`src/rtl/sbp_pkg.sv`:
```
package sbp_pkg;
  localparam int STAT_IRQ  = 7;
  localparam int STAT_OVR  = 5;
  localparam int STAT_TXE  = 1;
  localparam int STAT_RXF  = 0;
  localparam int CTRL_RXIE = 7;
  localparam int CTRL_TXIE = 5;
  localparam logic LOC_CTRL = 1'b0;
  localparam logic LOC_DATA = 1'b1;
endpackage

```
`src/rtl/sbp_rx_hold.sv`:
```
module sbp_rx_hold #(
  parameter int DATA_W = 8
) (
  input  logic              clk,
  input  logic              rst_n,
  input  logic              in_valid,
  input  logic [DATA_W-1:0] in_data,
  input  logic              rd_take,
  output logic [DATA_W-1:0] held,
  output logic              full,
  output logic              ovr
);
  always_ff @(posedge clk or negedge rst_n) begin
    if (!rst_n) begin
      held <= '0;
      full <= 1'b0;
      ovr  <= 1'b0;
    end else if (in_valid) begin
      held <= in_data;
      full <= 1'b1;
      if (full && !rd_take) ovr <= 1'b1;
      else if (rd_take)     ovr <= 1'b0;
    end else if (rd_take) begin
      full <= 1'b0;
      ovr  <= 1'b0;
    end
  end

  a_r4_overrun_sets: assert property (@(posedge clk) disable iff (!rst_n)
    (in_valid && full && !rd_take) |=> ovr);
  a_r3_read_empties: assert property (@(posedge clk) disable iff (!rst_n)
    (rd_take && !in_valid) |=> (!full && !ovr));
  a_r11_byte_kept: assert property (@(posedge clk) disable iff (!rst_n)
    in_valid |=> (full && held == $past(in_data)));
endmodule

```
`src/rtl/sbp_tx_hold.sv`:
```
module sbp_tx_hold #(
  parameter int DATA_W = 8
) (
  input  logic              clk,
  input  logic              rst_n,
  input  logic              wr,
  input  logic [DATA_W-1:0] wdata,
  input  logic              ready,
  output logic              pend,
  output logic [DATA_W-1:0] pend_data,
  output logic              drained
);
  always_ff @(posedge clk or negedge rst_n) begin
    if (!rst_n) begin
      pend      <= 1'b0;
      pend_data <= '0;
    end else if (wr) begin
      pend      <= 1'b1;
      pend_data <= wdata;
    end else if (pend && ready) begin
      pend <= 1'b0;
    end
  end

  assign drained = pend & ready & ~wr;

  a_r5_write_pends: assert property (@(posedge clk) disable iff (!rst_n)
    wr |=> (pend && pend_data == $past(wdata)));
  a_r5_hold_until_taken: assert property (@(posedge clk) disable iff (!rst_n)
    (pend && !ready && !wr) |=> (pend && $stable(pend_data)));
  a_r5_take_empties: assert property (@(posedge clk) disable iff (!rst_n)
    (pend && ready && !wr) |=> !pend);
endmodule

```
`src/rtl/sbp_irq_ctrl.sv`:
```
module sbp_irq_ctrl (
  input  logic clk,
  input  logic rst_n,
  input  logic ctrl_wr,
  input  logic ctrl_rx_ie,
  input  logic ctrl_tx_ie,
  input  logic rx_evt,
  input  logic tx_evt,
  input  logic stat_rd,
  output logic flag
);
  logic rx_ie, tx_ie, set_now;

  always_ff @(posedge clk or negedge rst_n) begin
    if (!rst_n) begin
      rx_ie <= 1'b0;
      tx_ie <= 1'b0;
    end else if (ctrl_wr) begin
      rx_ie <= ctrl_rx_ie;
      tx_ie <= ctrl_tx_ie;
    end
  end

  assign set_now = (rx_evt & rx_ie) | (tx_evt & tx_ie);

  always_ff @(posedge clk or negedge rst_n) begin
    if (!rst_n)        flag <= 1'b0;
    else if (set_now)  flag <= 1'b1;
    else if (stat_rd)  flag <= 1'b0;
  end

  a_r9_read_clears: assert property (@(posedge clk) disable iff (!rst_n)
    (stat_rd && !rx_evt && !tx_evt) |=> !flag);
  a_r8_no_spurious: assert property (@(posedge clk) disable iff (!rst_n)
    (!flag && !rx_evt && !tx_evt) |=> !flag);
  a_r6_rx_sets: assert property (@(posedge clk) disable iff (!rst_n)
    (rx_evt && rx_ie) |=> flag);
  a_r7_tx_sets: assert property (@(posedge clk) disable iff (!rst_n)
    (tx_evt && tx_ie) |=> flag);
endmodule

```
`src/rtl/serial_byte_port.sv`:
```
module serial_byte_port
  import sbp_pkg::*;
#(
  parameter int DATA_W = 8
) (
  input  logic              clk,
  input  logic              rst_n,
  input  logic              bus_sel,
  input  logic              bus_wr,
  input  logic              bus_addr,
  input  logic [DATA_W-1:0] bus_wdata,
  output logic [DATA_W-1:0] bus_rdata,
  input  logic              dbg_addr,
  output logic [DATA_W-1:0] dbg_rdata,
  input  logic              rx_valid,
  input  logic [DATA_W-1:0] rx_data,
  output logic              tx_valid,
  input  logic              tx_ready,
  output logic [DATA_W-1:0] tx_data,
  output logic              irq
);
  logic cpu_rd, stat_rd, data_rd, ctrl_wr, data_wr;
  logic [DATA_W-1:0] rx_byte, status;
  logic rx_full, rx_ovr, tx_drained, flag;

  assign cpu_rd  = bus_sel & ~bus_wr;
  assign stat_rd = cpu_rd & (bus_addr == LOC_CTRL);
  assign data_rd = cpu_rd & (bus_addr == LOC_DATA);
  assign ctrl_wr = bus_sel & bus_wr & (bus_addr == LOC_CTRL);
  assign data_wr = bus_sel & bus_wr & (bus_addr == LOC_DATA);

  sbp_rx_hold #(.DATA_W(DATA_W)) u_rx (
    .clk(clk), .rst_n(rst_n), .in_valid(rx_valid), .in_data(rx_data),
    .rd_take(data_rd), .held(rx_byte), .full(rx_full), .ovr(rx_ovr));

  sbp_tx_hold #(.DATA_W(DATA_W)) u_tx (
    .clk(clk), .rst_n(rst_n), .wr(data_wr), .wdata(bus_wdata),
    .ready(tx_ready), .pend(tx_valid), .pend_data(tx_data),
    .drained(tx_drained));

  sbp_irq_ctrl u_irq (
    .clk(clk), .rst_n(rst_n), .ctrl_wr(ctrl_wr),
    .ctrl_rx_ie(bus_wdata[CTRL_RXIE]), .ctrl_tx_ie(bus_wdata[CTRL_TXIE]),
    .rx_evt(rx_valid), .tx_evt(tx_drained), .stat_rd(stat_rd), .flag(flag));

  always_comb begin
    status           = '0;
    status[STAT_IRQ] = flag;
    status[STAT_OVR] = rx_ovr;
    status[STAT_TXE] = ~tx_valid;
    status[STAT_RXF] = rx_full;
  end

  assign bus_rdata = (bus_addr == LOC_DATA) ? rx_byte : status;
  assign dbg_rdata = (dbg_addr == LOC_DATA) ? rx_byte : status;
  assign irq       = flag;

  a_r10_dbg_matches_bus: assert property (@(posedge clk) disable iff (!rst_n)
    (dbg_addr == bus_addr) |-> (dbg_rdata == bus_rdata));
  a_r8_disabled_quiet: assert property (@(posedge clk) disable iff (!rst_n)
    (!irq && !rx_valid && !tx_ready) |=> !irq);
endmodule

```
`config.mk`:
```
export PLATFORM = sky130hd
export DESIGN_NAME = serial_byte_port
export DESIGN_NICKNAME = d
export VERILOG_FILES = /design/src/rtl/sbp_pkg.sv /design/src/rtl/sbp_rx_hold.sv /design/src/rtl/sbp_tx_hold.sv /design/src/rtl/sbp_irq_ctrl.sv /design/src/rtl/serial_byte_port.sv
export SDC_FILE = /design/constraint.sdc
export NUM_CORES = 1
export LEC_CHECK = 0
export BUFFER_PORTS_ARGS = -buffer_cell sky130_fd_sc_hd__buf_2
export CAP_MARGIN = 40
export CORE_MARGIN = 2
export CORE_UTILIZATION = 42
export CTS_BUF_LIST = sky130_fd_sc_hd__clkbuf_4 sky130_fd_sc_hd__clkbuf_8
export CTS_CLUSTER_DIAMETER = 40
export DETAILED_ROUTE_END_ITERATION = 10
export PLACE_DENSITY_LB_ADDON = 0.08
export SLEW_MARGIN = 10
export SYNTH_ARGS = -nofsm -noshare
export SYNTH_HDL_FRONTEND = slang
export SYNTH_SLANG_ARGS = --single-unit
```
`constraint.sdc`:
```
create_clock -name clk -period 1.15 [get_ports clk]
set_input_delay 0.2875 -clock clk [delete_from_list [all_inputs] [get_ports clk]]
set_output_delay 0.2875 -clock clk [all_outputs]
set_load 0.02 [all_outputs]
```
# Word level (Yosys, flattened, before mapping)

Index checks and enable logic that the tools add are counted.

Register bits: 22
Input bits: 24
Output and inout port bits: 26

Mux-type cells: 11
Bitwise logic cells: 15
Reduce and logical (&&, ||, !) cells: 6

Operators by type and width:

| cell              | count |
|---|---|
| $mux 8            | 2 |
| $and 1x1->1       | 10 |
| $mux 1            | 9 |
| $reduce_bool 2->1 | 3 |
| $not 1->1         | 4 |
| $logic_and 1x1->1 | 2 |
| $logic_not 1->1   | 1 |
| $or 1x1->1        | 1 |

# Depth between registers and ports, before layout

Gate-level depths: netlist (run 1).

Word-level depth: 7
Mapped depth: 3

# By module

From an unflattened synthesis (run 1), not the netlist that was laid out.

Cell total of the unflattened synthesis: 77
Area total of the unflattened synthesis: 1,098.6 um2

Modules (own cells, without submodules):

| module           | times used | cells an instance | area each (um2) |
|---|---|---|---|
| sbp_rx_hold      | 1          | 23                | 402.9 |
| sbp_tx_hold      | 1          | 22                | 376.6 |
| serial_byte_port | 1          | 25                | 205.2 |
| sbp_irq_ctrl     | 1          | 7                 | 113.9 |

# Least setup slack after synthesis (run 1)

OpenSTA, ideal clock, no wires.

Path kind: register to output
Start: register u_tx.pend
End: output bus_rdata[1]
Arrival: 0.990 ns
Data required time: 0.863 ns
Slack: -0.127 ns
Stages on the path, launching flop included: 2
Cell sequence: dfrtp_1 o21ai_0

Word-level cells in the longest chain between the ends: 2

RTL lines:

| element                  | line                   | source |
|---|---|---|
| start: declaration       | sbp_tx_hold.sv:9       | `output logic pend,` |
| start signal: assignment | sbp_tx_hold.sv:15      | `pend <= 1'b0;` |
| start signal: assignment | sbp_tx_hold.sv:18      | `pend <= 1'b1;` |
| start signal: assignment | sbp_tx_hold.sv:21      | `pend <= 1'b0;` |
| $not 1->1                | serial_byte_port.sv:50 | `status[STAT_TXE] = ~tx_valid;` |
| $mux 8                   | serial_byte_port.sv:54 | `assign bus_rdata = (bus_addr == LOC_DATA) ? rx_byte : status;` |
| end: declaration         | serial_byte_port.sv:12 | `output logic [DATA_W-1:0] bus_rdata,` |

Every way passes these cells.

# Final worst setup path (run 1)

Start: register u_irq.flag
End: output dbg_rdata[7]

Word-level cells in the longest chain between the ends: 1

RTL lines:

| element                  | line                   | source |
|---|---|---|
| start: declaration       | sbp_irq_ctrl.sv:10     | `output logic flag` |
| start signal: assignment | sbp_irq_ctrl.sv:27     | `if (!rst_n) flag <= 1'b0;` |
| start signal: assignment | sbp_irq_ctrl.sv:28     | `else if (set_now) flag <= 1'b1;` |
| start signal: assignment | sbp_irq_ctrl.sv:29     | `else if (stat_rd) flag <= 1'b0;` |
| $mux 8                   | serial_byte_port.sv:55 | `assign dbg_rdata = (dbg_addr == LOC_DATA) ? rx_byte : status;` |
| end: declaration         | serial_byte_port.sv:14 | `output logic [DATA_W-1:0] dbg_rdata,` |

Every way passes these cells.

==> reports/qor.txt, run 1 <==
status - complete, but fails checks
placed instance area - 1280 µm²
Pins Over Slew Limit - 0
Yosys top cell area share - 0.556
number of global-route vias before repair - 786
Setup crit end kind - output pin
Syn Inst Count - 75
CTS Sinks - 22
H-tree depth reported by CTS - 1
post-route worst setup slack - -0.301 ns
P_leak - 0.771 nW
Core Area - 2210 µm²
hold path cells - 2
fin nets - 161
largest net degree at the start of global routing - 23
CP max FO - 4
synth unique cells - 17
post-layout instance area - 1580 µm²
Die Ht - 52.6 µm
mean number of vias per cell - 4.93
Post-Synthesis Cell Area - 991 µm²
wire per inst - 13.9 µm
Max Cap Viol - 0
fmax - 689 MHz
Final period util - 1.26
Avg Cell Area, Syn - 13.2 µm²
Multi-input gate area - 454 µm²
Reg clk slew, reported paths - 0.12 ns
drc violations - 0
via count - 809
maximum VDD drop - 937 µV
Yosys warnings - 0
die area - 2760 µm²
WP data required - 0.86 ns
gr usage total - 0.175
Inserted Clock Buffers - 3
Area contributors post-synth - dfrtp_1, mux2_2, and2_1
Port Buffers - 49
Cell Pwr Density - 1380 nW/µm²
post-route insts no fill - 164
diode count - 0
flip-flop and latch count after synthesis - 22
Pre-antenna DRT Iters - 2
CP peak stage delay - 0.44 ns
Worst slew margin - 0.682
post-layout util - 0.714
worst slew pin tran - 0.477 ns
Sequential cell area - 551 µm²
DRT iter0 DRCs - 2
Hold Violations, Final - 0
Final Wtd Congestion - 0.729
area grow syn2layout - 59.5%
post-synth top area cell - dfrtp_1
Fill cells - 162
Die X - 52.6 µm
skew final - 0.00615 ns
# IOs - 50
Setup Viol. Count Final - 18
Routed WL - 2270 µm
Setup CP Type - flip-flop to output pin
RSZ-0062 raised after global routing - yes
Worst Hold Class - primary input to flip-flop
Clock Latency Late Sink - 0.30 ns
Detail Placement HPWL - 1460 µm
global-route wire length before repair - 3440 µm
grt ovf - 0
ANT nets after route - 0
clk root buf - clkbuf_4
placed instance count - 152
initial cell density of the core - 0.448
number of buffers on the longest clock path - 2
syn nets - 99
Rows - 17
initial antenna violation count - 0
R2R cell count - 5
fin crit period - 1.45 ns
most frequent cells in the layout - buf_6, buf_2, dfrtp_1, mux2_2, buf_4
proportion of layout cells with a drive suffix above 1 - 0.721
violated checks - negative setup slack
CP Data Arrival Time - 1.16 ns
CTS tree - built
CP cell instances - mux2_2, buf_6
most common cell after layout, fill and taps aside - buf_6
sequential share of the synthesized area - 0.556
slowest cell on the critical path - dfrtp_1
nature of the critical path startpoint - flip-flop
report_power, final:
part           switching (W)  internal [W]
registers          0.0000839      0.000883
clock network       0.000226      0.000193
logic               0.000332      0.000459
registers in the layout, indices dropped and copies added (netlist names):
signal          flops
u_rx.held           8
u_rx.full           1
u_irq.flag          1
u_tx.pend           1
u_irq.tx_ie         1
u_rx.ovr            1
u_irq.rx_ie         1
u_tx.pend_data      8
per-stage QoR:
| stage | setup slack [ns] | hold WS [ns] | power (W) | TNS [ns] |
|---|---|---|---|---|
| 6_report | -0.301 | 0.164 | 0.00218 | -3.45 |
| 4_1_cts | -0.286 | 0.154 | 0.00211 | -3.36 |
| 3_5_place_dp | -0.170 | 0.277 | 0.00151 | -2.07 |
| 2_1_floorplan | -0.127 | -0.00809 | 0.00130 | -0.255 |
| 3_3_place_gp | -0.158 | 0.276 | 0.00150 | -1.82 |
| 5_1_grt | -0.325 | 0.179 | 0.00227 | -4.26 |
cells by family (layout without fill, tap and decap cells):
logic type / after synthesis / after routing / synth area share
AO/OA/AOI/OAI: 7 / 7 / 0.0391
buffers and inverters: 5 / 66 / 0.0215
flip-flops: 22 / 22 / 0.556
multiplexers: 24 / 24 / 0.280
AND/OR/NAND/NOR: 17 / 17 / 0.104
critical path: cells and delay by family (launching register included):
family | cells | cell delay, ns
DFF | 1 | 0.44
buffers and inverters | 1 | 0.13
muxes | 1 | 0.29
Yosys cell counts:
| master | n |
|---|---|
| mux2_4 | 2 |
| o21ai_0 | 4 |
| inv_1 | 2 |
| or2_4 | 1 |
| a21oi_1 | 1 |
| nand4_1 | 1 |
| dfrtp_1 | 22 |
| nand3_1 | 2 |
| mux2_2 | 22 |
| nand2b_1 | 1 |
| buf_2 | 2 |
| nand3_2 | 1 |
| a21o_1 | 1 |
| and2_1 | 8 |
| nand2_1 | 3 |
| a31oi_1 | 1 |
| clkbuf_1 | 1 |
final timing paths:
path | from | endpoint | slack (ns)
worst max-delay path | u_irq.flag$_DFFE_PN0P_ | dbg_rdata[7] | -0.30
worst min-delay path | tx_ready | u_tx.pend$_DFFE_PN0P_ | 0.16
worst max register to register | u_tx.pend$_DFFE_PN0P_ | u_irq.flag$_DFFE_PN0P_ | 0.08
worst min register to register | u_irq.tx_ie$_DFFE_PN0P_ | u_irq.tx_ie$_DFFE_PN0P_ | 0.54
max in group asynchronous | rst_n | u_tx.pend_data[3]$_DFFE_PN0P_ | 0.36
min in group asynchronous | rst_n | u_rx.full$_DFFE_PN0P_ | 0.46
what timing repair did:
| action | CTS | global route |
|---|---|---|
| hold buffers | 1 | 0 |
| cloned | 0 | 0 |
| resized for setup | 50 | 17 |
| endpoints found under the setup margin | 22 | 26 |
| setup buffers | 5 | 2 |
| endpoints found under the hold margin | 22 | 0 |
| pin swaps | 6 | 0 |
routing by layer:
layer  GRT usage  up-vias  part of all wire
li1            -      380                 -
met1       0.189      394              0.38
met2       0.323       31              0.54
met3      0.0343        4             0.056
met4      0.0769        0             0.017
met5           0        -                 0
cell type report:
class / instances / share of cell area
clock buffer: 4 / 0.0230
inverter: 2 / 0.00475
multi-input combinational: 48 / 0.287
sequential: 22 / 0.348
tap: 28 / 0.0222
timing repair buffer: 60 / 0.314
Power figures use the tool's default switching activity.
==> inputs of run 2 (changes only) <==
- SETUP_SLACK_MARGIN: not set -> 0.02
==> reports/qor.txt, run 2 (synthesis results as in run 1) <==
Reg clk slew, reported paths - 0.12 ns
wire per inst - 13.8 µm
most common cell after layout, fill and taps aside - buf_6
largest net degree at the start of global routing - 23
diode count - 0
post-layout total power - 0.00218 W
initial antenna violation count - 0
Inserted Clock Buffers - 3
CTS Sinks - 22
mean number of vias per cell - 4.82
nature of the critical path startpoint - flip-flop
# IOs - 50
area grow syn2layout - 60.2%
via count - 796
die area - 2760 µm²
Detail Placement HPWL - 1460 µm
Clock Latency Late Sink - 0.30 ns
Max Cap Viol - 0
ANT nets after route - 0
top flop regs - u_rx.held x8, u_tx.pend_data x8
fmax - 689 MHz
Rows - 17
initial cell density of the core - 0.448
Pins Over Slew Limit - 0
H-tree depth reported by CTS - 1
Setup Viol. Count Final - 18
Routed WL - 2280 µm
Final period util - 1.26
status - complete, but fails checks
Die Ht - 52.6 µm
CP max FO - 4
post-place setup slack - -0.170 ns
Final Wtd Congestion - 0.729
post-layout instance area - 1590 µm²
Worst slew margin - 0.680
violated checks - negative setup slack
slowest cell on the critical path - dfrtp_1
Min Hold Slack - 0.163 ns
proportion of layout cells with a drive suffix above 1 - 0.723
WP data required - 0.86 ns
CTS tree - built
Hold Violations, Final - 0
Setup CP Type - flip-flop to output pin
post-layout util - 0.718
Setup crit end kind - output pin
RSZ-0062 raised after global routing - yes
CP cell instances - mux2_2, buf_6
Port Buffers - 49
Die X - 52.6 µm
worst slew pin tran - 0.481 ns
P_leak - 0.776 nW
number of buffers on the longest clock path - 2
fin crit period - 1.45 ns
Pre-antenna DRT Iters - 1
Core Area - 2210 µm²
maximum VDD drop - 938 µV
fin nets - 162
Cell Pwr Density - 1380 nW/µm²
Worst Hold Class - primary input to flip-flop
placed instance area - 1280 µm²
grt ovf - 0
post-route worst setup slack - -0.301 ns
skew final - 0.00736 ns
CP Data Arrival Time - 1.16 ns
global-route wire length before repair - 3510 µm
most frequent cells in the layout - buf_6, buf_2, dfrtp_1, mux2_2, buf_4
number of global-route vias before repair - 801
DRT iter0 DRCs - 0
CP peak stage delay - 0.44 ns
gr usage total - 0.178
clk root buf - clkbuf_4
drc violations - 0
[run 2: cell types whose count changed in the layout (fill, tap and decap cells not counted)]
cell / before / now
buf_4: 9 / 10
[run 2: power breakdown]
group          total, W  switching (W)  internal (W)  leakage [nW]
Combinational  0.000800       0.000334      0.000466         0.500
Clock          0.000417       0.000224      0.000193        0.0210
Sequential     0.000966      0.0000831      0.000883         0.255
[run 2: final cells by class]
type,count,area [µm²]
fill,159,624
sequential,22,551
timing repair buffer,61,504
multi-input combinational,48,454
clock buffer,4,36.3
tap,28,35.0
inverter,2,7.51
[run 2: metrics by stage]
stage	TNS (ns)	std cells
after detailed placement	-2.07	152
after global routing	-4.25	165
after global placement	-1.82	152
after floorplan	-0.255	75
after CTS	-3.36	162
final	-3.42	165
[run 2: final timing paths]
| kind | start | end | slack [ns] | cells after the start |
|---|---|---|---|---|
| setup / recovery | u_irq.flag$_DFFE_PN0P_ | dbg_rdata[7] | -0.30 | 2 |
| hold / removal | tx_ready | u_tx.pend$_DFFE_PN0P_ | 0.16 | 2 |
| setup reg to reg | u_tx.pend$_DFFE_PN0P_ | u_irq.flag$_DFFE_PN0P_ | 0.08 | 5 |
| hold reg to reg | u_irq.tx_ie$_DFFE_PN0P_ | u_irq.tx_ie$_DFFE_PN0P_ | 0.54 | 1 |
| max in group asynchronous | rst_n | u_tx.pend_data[3]$_DFFE_PN0P_ | 0.35 | 2 |
| min in group asynchronous | rst_n | u_rx.full$_DFFE_PN0P_ | 0.47 | 2 |
[run 2: critical path, delay by kind of cell, from the launching register on]
kind	cells	cell delay, ns
buffers and inverters	1	0.13
muxes	1	0.29
DFF	1	0.44
[run 2: per-layer routing]
metal,vias up,global-route usage,part of all wire
met5,-,0,0
met4,0,0.0769,0.017
met3,4,0.0343,0.055
met2,31,0.325,0.54
met1,379,0.199,0.38
li1,382,-,-
[run 2: timing repair]
| action | 4_1_cts | 5_1_grt |
|---|---|---|
| setup buffers | 5 | 3 |
| gates resized for setup | 58 | 9 |
| pin swaps | 6 | 0 |
| endpoints found under the setup margin | 26 | 26 |
| hold endpoints to repair | 22 | 0 |
| hold buffers | 1 | 0 |
==> inputs of run 3 (changes only) <==
- SKIP_CTS_REPAIR_TIMING: not set -> 1
==> reports/qor.txt, run 3 (synthesis results as in run 1) <==
status - complete, but fails checks
violated checks - negative setup slack
fin nets - 154
DRT iter0 DRCs - 6
Die Ht - 52.6 µm
ANT nets after route - 0
P_leak - 0.737 nW
Final Wtd Congestion - 0.729
Pins Over Slew Limit - 0
nature of the critical path startpoint - flip-flop
CP cell instances - mux2_2, buf_6
Detail Placement HPWL - 1460 µm
Fill cells - 169
Setup CP Type - flip-flop to output pin
gr usage total - 0.155
Cell Pwr Density - 1390 nW/µm²
Worst slew margin - 0.670
Setup Viol. Count Final - 18
Core Area - 2210 µm²
Inserted Clock Buffers - 3
post-route worst setup slack - -0.304 ns
H-tree depth reported by CTS - 1
worst path bufs/invs - 1
initial cell density of the core - 0.448
Setup crit end kind - output pin
Min Hold Slack - 0.172 ns
crit path from - u_irq.flag$_DFFE_PN0P_
Pre-antenna DRT Iters - 3
WP data required - 0.86 ns
Worst Hold Class - primary input to flip-flop
die area - 2760 µm²
hold path startpoint - tx_ready
most common cell after layout, fill and taps aside - buf_6
Reg clk slew, reported paths - 0.12 ns
CTS tree - built
Clock Latency Late Sink - 0.31 ns
slowest cell on the critical path - dfrtp_1
CP max FO - 4
initial antenna violation count - 0
Final period util - 1.26
Routed WL - 2190 µm
wire per inst - 14.0 µm
Port Buffers - 49
top cell family by delay on the critical path - flip-flops
fin crit period - 1.45 ns
placed instance area - 1280 µm²
skew final - 0.00764 ns
via count - 759
Hold Violations, Final - 0
clk root buf - clkbuf_4
diode count - 0
proportion of layout cells with a drive suffix above 1 - 0.721
grt ovf - 0
most frequent cells in the layout - buf_6, buf_2, dfrtp_1, mux2_2, and2_4
area grow syn2layout - 54.3%
Max Cap Viol - 0
Die X - 52.6 µm
CP peak stage delay - 0.44 ns
# IOs - 50
number of global-route vias before repair - 713
CTS Sinks - 22
number of buffers on the longest clock path - 2
RSZ-0062 raised after global routing - yes
top flop regs - u_rx.held x8, u_tx.pend_data x8
maximum VDD drop - 1010 µV
fmax - 688 MHz
mean number of vias per cell - 4.83
worst slew pin tran - 0.496 ns
post-layout instance area - 1530 µm²
worst r2r src - u_rx.held[6]$_DFFE_PN0P_
drc violations - 0
largest net degree at the start of global routing - 23
CP Data Arrival Time - 1.17 ns
global-route wire length before repair - 3040 µm
Rows - 17
[run 3: final cells by class]
type,instances,area (µm²),area share
Clock buffer,4,36.3,0.0237
Inverter,2,7.51,0.00491
Multi-Input combinational cell,48,458,0.300
Sequential cell,22,552,0.361
Tap cell,28,35.0,0.0229
Timing Repair Buffer,53,440,0.288
[run 3: layer usage]
metal | track usage | up-vias | routed length [µm] | share of wire
met3 | 0.0371 | 5 | 134 | 0.061
met4 | 0.0769 | 0 | 46 | 0.021
met1 | 0.176 | 358 | 907 | 0.41
met5 | 0 | - | 0 | 0
met2 | 0.267 | 32 | 1100 | 0.50
li1 | - | 364 | - | -
[run 3: per-stage QoR]
stage	utilization	std cells	setup slack, ns	setup TNS, ns	power, W
floorplan	-	75	-0.127	-0.255	0.00130
global placement	0.579	152	-0.158	-1.82	0.00150
detailed placement	0.579	152	-0.170	-2.07	0.00151
CTS	0.595	156	-0.316	-3.67	0.00193
global route	0.691	157	-0.342	-4.07	0.00222
finish	0.691	157	-0.304	-3.28	0.00213
[run 3: report_power, final]
| part | leakage [nW] | internal, W | switching [W] |
|---|---|---|---|
| Clock | 0.0210 | 0.000193 | 0.000230 |
| Sequential | 0.254 | 0.000884 | 0.0000863 |
| Combinational | 0.462 | 0.000418 | 0.000317 |
| Total | 0.737 | 0.00150 | 0.000633 |
[run 3: worst paths after layout]
path / end / slack, ns / cells past startpoint
worst max-delay path: dbg_rdata[7] / -0.30 / 2
max in group asynchronous: u_tx.pend$_DFFE_PN0P_ / 0.32 / 2
min in group asynchronous: u_rx.full$_DFFE_PN0P_ / 0.47 / 2
worst max register to register: u_rx.held[6]$_DFFE_PN0P_ / 0.36 / 1
worst min-delay path: u_tx.pend$_DFFE_PN0P_ / 0.17 / 2
worst min register to register: u_irq.flag$_DFFE_PN0P_ / 0.53 / 2
